<file path="config.mk">
export PLATFORM = sky130hd
export DESIGN_NAME = irq_concentrator
export DESIGN_NICKNAME = d
export VERILOG_FILES = /design/src/rtl/irq_concentrator.sv
export SDC_FILE = /design/constraint.sdc
export NUM_CORES = 1
export LEC_CHECK = 0
export ABC_AREA = 1
export BUFFER_PORTS_ARGS = -buffer_cell sky130_fd_sc_hd__buf_2
export CAP_MARGIN = 10
export CORE_UTILIZATION = 40
export CTS_CLUSTER_SIZE = 16
export DETAILED_ROUTE_END_ITERATION = 12
export PLACE_DENSITY_LB_ADDON = 0.12
export SKIP_CTS_REPAIR_TIMING = 1
export SLEW_MARGIN = 20
export SYNTH_ARGS = -nofsm -noshare
export SYNTH_HDL_FRONTEND = slang
export SYNTH_SLANG_ARGS = --single-unit
</file>
<file path="constraint.sdc">
create_clock -name clk -period 1.4 [get_ports clk]
set_clock_uncertainty 0.15 [all_clocks]
set_input_delay 0.28 -clock clk [delete_from_list [all_inputs] [get_ports clk]]
set_output_delay 0.28 -clock clk [all_outputs]
set_load 0.03 [all_outputs]
</file>
<file path="src/rtl/irq_concentrator.sv">
module irq_concentrator #(
  parameter int AW = 16,
  parameter int DW = 32,
  parameter logic [AW-1:0] PEND_OFS = 16'h7000,
  parameter logic [AW-1:0] EN_OFS = 16'h7800,
  parameter int CTL_DMA_BIT = 4
) (
  input  logic          clk,
  input  logic          rst_n,
  input  logic [12:0]   irq_i,
  input  logic          reg_we,
  input  logic [AW-1:0] reg_addr,
  input  logic [DW-1:0] reg_wdata,
  output logic [DW-1:0] reg_rdata,
  input  logic          ctl_we,
  input  logic [7:0]    ctl_data,
  output logic [2:0]    level_o
);
  localparam int NSRC = 13;
  localparam int DMA_SRC = 10;
  localparam int POS [NSRC] = '{7, 3, 2, 9, 10, 12, 5, 17, 28, 27, 26, 23, 21};
  localparam int GRP [NSRC] = '{3, 3, 3, 3, 3, 3, 3, 5, 6, 6, 6, 6, 6};

  function automatic logic [DW-1:0] group_bits(input int g);
    logic [DW-1:0] m;
    m = '0;
    for (int i = 0; i < NSRC; i++)
      if (GRP[i] == g) m[POS[i]] = 1'b1;
    return m;
  endfunction

  localparam logic [DW-1:0] G3 = group_bits(3);
  localparam logic [DW-1:0] G5 = group_bits(5);
  localparam logic [DW-1:0] G6 = group_bits(6);
  localparam logic [DW-1:0] TRACKED = G3 | G5 | G6;

  logic [DW-1:0] status_q, mask_q, live, active;
  logic          dma_flag_q, dma_eff;
  logic [2:0]    level_d;

  assign dma_eff = ctl_we ? ctl_data[CTL_DMA_BIT] : dma_flag_q;

  always_comb begin
    live = '0;
    for (int i = 0; i < NSRC; i++) live[POS[i]] = irq_i[i];
    live[POS[DMA_SRC]] = irq_i[DMA_SRC] | dma_eff;
  end

  assign active  = status_q & mask_q;
  assign level_d = |(active & G6) ? 3'd6 :
                   |(active & G5) ? 3'd5 :
                   |(active & G3) ? 3'd3 : 3'd0;

  assign reg_rdata = (reg_addr == PEND_OFS) ? status_q :
                     (reg_addr == EN_OFS)   ? mask_q   : '0;

  always_ff @(posedge clk or negedge rst_n) begin
    if (!rst_n) begin
      status_q   <= '0;
      mask_q     <= '0;
      dma_flag_q <= 1'b0;
      level_o    <= 3'd0;
    end else begin
      if (reg_we && reg_addr == PEND_OFS) status_q <= reg_wdata | live;
      else                                status_q <= (status_q & ~TRACKED) | live;
      if (reg_we && reg_addr == EN_OFS) mask_q <= reg_wdata;
      if (ctl_we) dma_flag_q <= ctl_data[CTL_DMA_BIT];
      level_o <= level_d;
    end
  end
endmodule


</file>
==> results.yml <==
finish:
  layout-drive-gt1-share_pct: 40.5
  layout_commonest_cell: "nand2_1"
  design_area_um2: 5660
  layout.nets: 655
  antenna_cells: 0
  final_cell_mix: "nand2_1 (139), dfrtp_1 (68), nand4_1 (65)"
  area_delta_synth_final_pct: 57.0
detailed_routing:
  firstDrtPassIters: 5
  ant_nets: 0
  detail_route.iter0.violations: 224
  finalWirelength_mm: 11.6
  via_per_inst: 5.38
  wl_per_cell_um: 16.7
  num_vias: 3726
  route.detailed.drc: 0
power:
  ir_worst_vdd_v: 0.000441
  p_per_area_nw_per_um2: 701
  leakage_nw: 2.79
clock_network:
  clk_path_buf_depth: 2
  clk_latency_ns: 0.35
  clkSinkCount: 68
  root_buffer: "clkbuf_8"
  clkSlewWorstSetupHoldPaths_ns: 0.07
  cts_made_buffers: 9
  cts_tree: "done"
  cts_htree_levels: 3
place:
  dp_hpwl_mm: 6.99
  portBuffers: 100
  dp_slack_ns: -0.532
  gp_congestion: 0.774
  place_area_um2: 4740
global_route:
  grt_pass1_wl_mm: 17.4
  first_global_vias: 3530
  grtUsageTotal_pct: 23.1
  grt_remaining_overflow: 0
  antenna_found_initial: 0
  grt_max_degree: 35
sta:
  worst_pin_slew_ns: 0.352
  final_max_slew_viol_count: 0
  timing_hold_violations_final: 0
  rsz0062_at_grt: "true"
  setup_viol: 83
  finalCritPeriodShare_pct: 132
  relSlewSlack_pct: 76.6
  post-route-min-period_ns: 1.85
  fmax_mhz: 541
  tns_ns: -16.84
  hold-worst-slack_ns: 0.0318
  postLayoutSetupSlackWorst_ns: -0.448
status:
  status: "finished with violations"
  violations: "negative setup slack"
synth:
  syn_area_per_cell_um2: 8.08
  yosys.area.top_type: "dfrtp_1"
  yosysSeqAreaShare_pct: 47.2
  synth_cells: 446
  ys_seq_elements: 68
  synth_xor_area_share_pct: 0
  synth_fa_ha_area_share_pct: 0
  synth_warnings: 0
  yosys.area_share.simple_pct: 35.0
  synth_top_family_by_area: "simple AND/OR/NAND/NOR gates"
  synthMuxAreaShare_pct: 0.312
  synth-compound-area-share_pct: 8.05
  yosysUniqueCellTypes: 22
  synth_top_area_share_pct: 47.2
  synth_area_leaders: "dfrtp_1 (47%), nand2_1 (15%), nand4_1 (11%), nand3_1 (4.6%), o21ai_0 (4.4%)"
  syn-cell-area_um2: 3600
  syn_nets: 519
setup_path:
  worstRegToRegCells: 6
  critical_path_class: "input pin to primary output"
  r2r-end: "level_o[0]"
  crit_path_start_kind: "input pin"
  reg2reg_slack_ns: 0.14
  cp-end-kind: "primary output"
  cp_max_fo: 7
  crit_arrival_ns: 1.42
  worstPathRequired_ns: 0.97
  r2r-start: "mask_q[2]"
floorplan:
  start_util_pct: 41.3
  ios: 108
  die_w_um: 96.9
  die_area_um2: 9400
  core-area_um2: 8720
  rows: 34
  fp.dieH_um: 96.9
flow_run:
  cap_violations: 0
min_path:
  hold_path_class: "input pin to register"
  holdPathEnd: "dma_flag_q"
  hold_start: "ctl_data[4]"
  hold_path_depth: 2
## worst max-delay path by stage
stage	from	end	slack (ns)	cells after the start
global route	reg_addr[14]	reg_rdata[18]	-0.52	9
CTS	reg_addr[13]	reg_rdata[20]	-0.53	9
floorplan	reg_addr[5]	reg_rdata[19]	-0.34	7
detailed placement	reg_addr[11]	mask_q[22]	-0.53	10
finish	reg_addr[14]	reg_rdata[18]	-0.45	9
global placement	reg_addr[5]	reg_rdata[19]	-0.51	8
## metal layers
layer  wire length [um]  GRT usage [%]
met5                  0              0
met4                195           6.20
met3                574           4.70
met2               5690           37.9
met1               5100           31.2
## cell usage after synthesis
master and count:
nand2_1 147, dfrtp_1 68, nand4_1 65, nand3_1 33, o21ai_0 32, o21ai_1 24
inv_1 17, buf_2 13, buf_6 13, nor2_1 8, clkbuf_1 6, buf_1 5
buf_4 3, a21oi_1 2, nor2_2 2, nor2_8 2, mux2_2 1, nand2_2 1
nand2_4 1, nand3_2 1, nand3_4 1, nor2_4 1
## power by group
group	switching, mW	internal, mW	leakage (nW)
Combinational	0.185	0.154	1.78
Clock	0.726	0.899	0.0983
Sequential	0.0154	1.99	0.917
## state kept, by name, indices dropped and copies added, names as in the netlist
register    cells
mask_q         32
status_q       32
dma_flag_q      1
level_o         3
## cell families after synthesis
| family | count (synthesis) |
|---|---|
| AOI/OAI and AO/OA | 58 |
| muxes | 1 |
| buffers and inverters | 57 |
| DFF | 68 |
| and+or+nand+nor | 262 |
## area by class of cell
| type | count | area [um2] |
|---|---|---|
| Timing Repair Buffer | 165 | 1530 |
| Clock inverter | 2 | 35.0 |
| Clock buffer | 12 | 155 |
| Tap cell | 108 | 135 |
| Sequential cell | 68 | 1700 |
| Inverter | 17 | 63.8 |
| Multi-Input combinational cell | 321 | 2030 |
| Fill cell | 759 | 3060 |
## critical path, cell delays in order
cell	delay [ns]
buf_2	0.08
inv_2	0.04
nor2_4	0.10
nand2_4	0.12
nor2_8	0.27
clkbuf_16	0.22
nand3_2	0.10
o21ai_4	0.07
buf_6	0.14
## metrics by stage
| stage | instances | power [mW] | utilization [%] |
|---|---|---|---|
| floorplan | 446 | 2.12 | - |
| global placement | 650 | 2.32 | 54.3 |
| detailed placement | 650 | 2.32 | 54.3 |
| CTS | 664 | 3.94 | 56.5 |
| global route | 693 | 4.12 | 64.9 |
| finish | 693 | 3.97 | 64.9 |
Power figures use the tool's default switching activity.
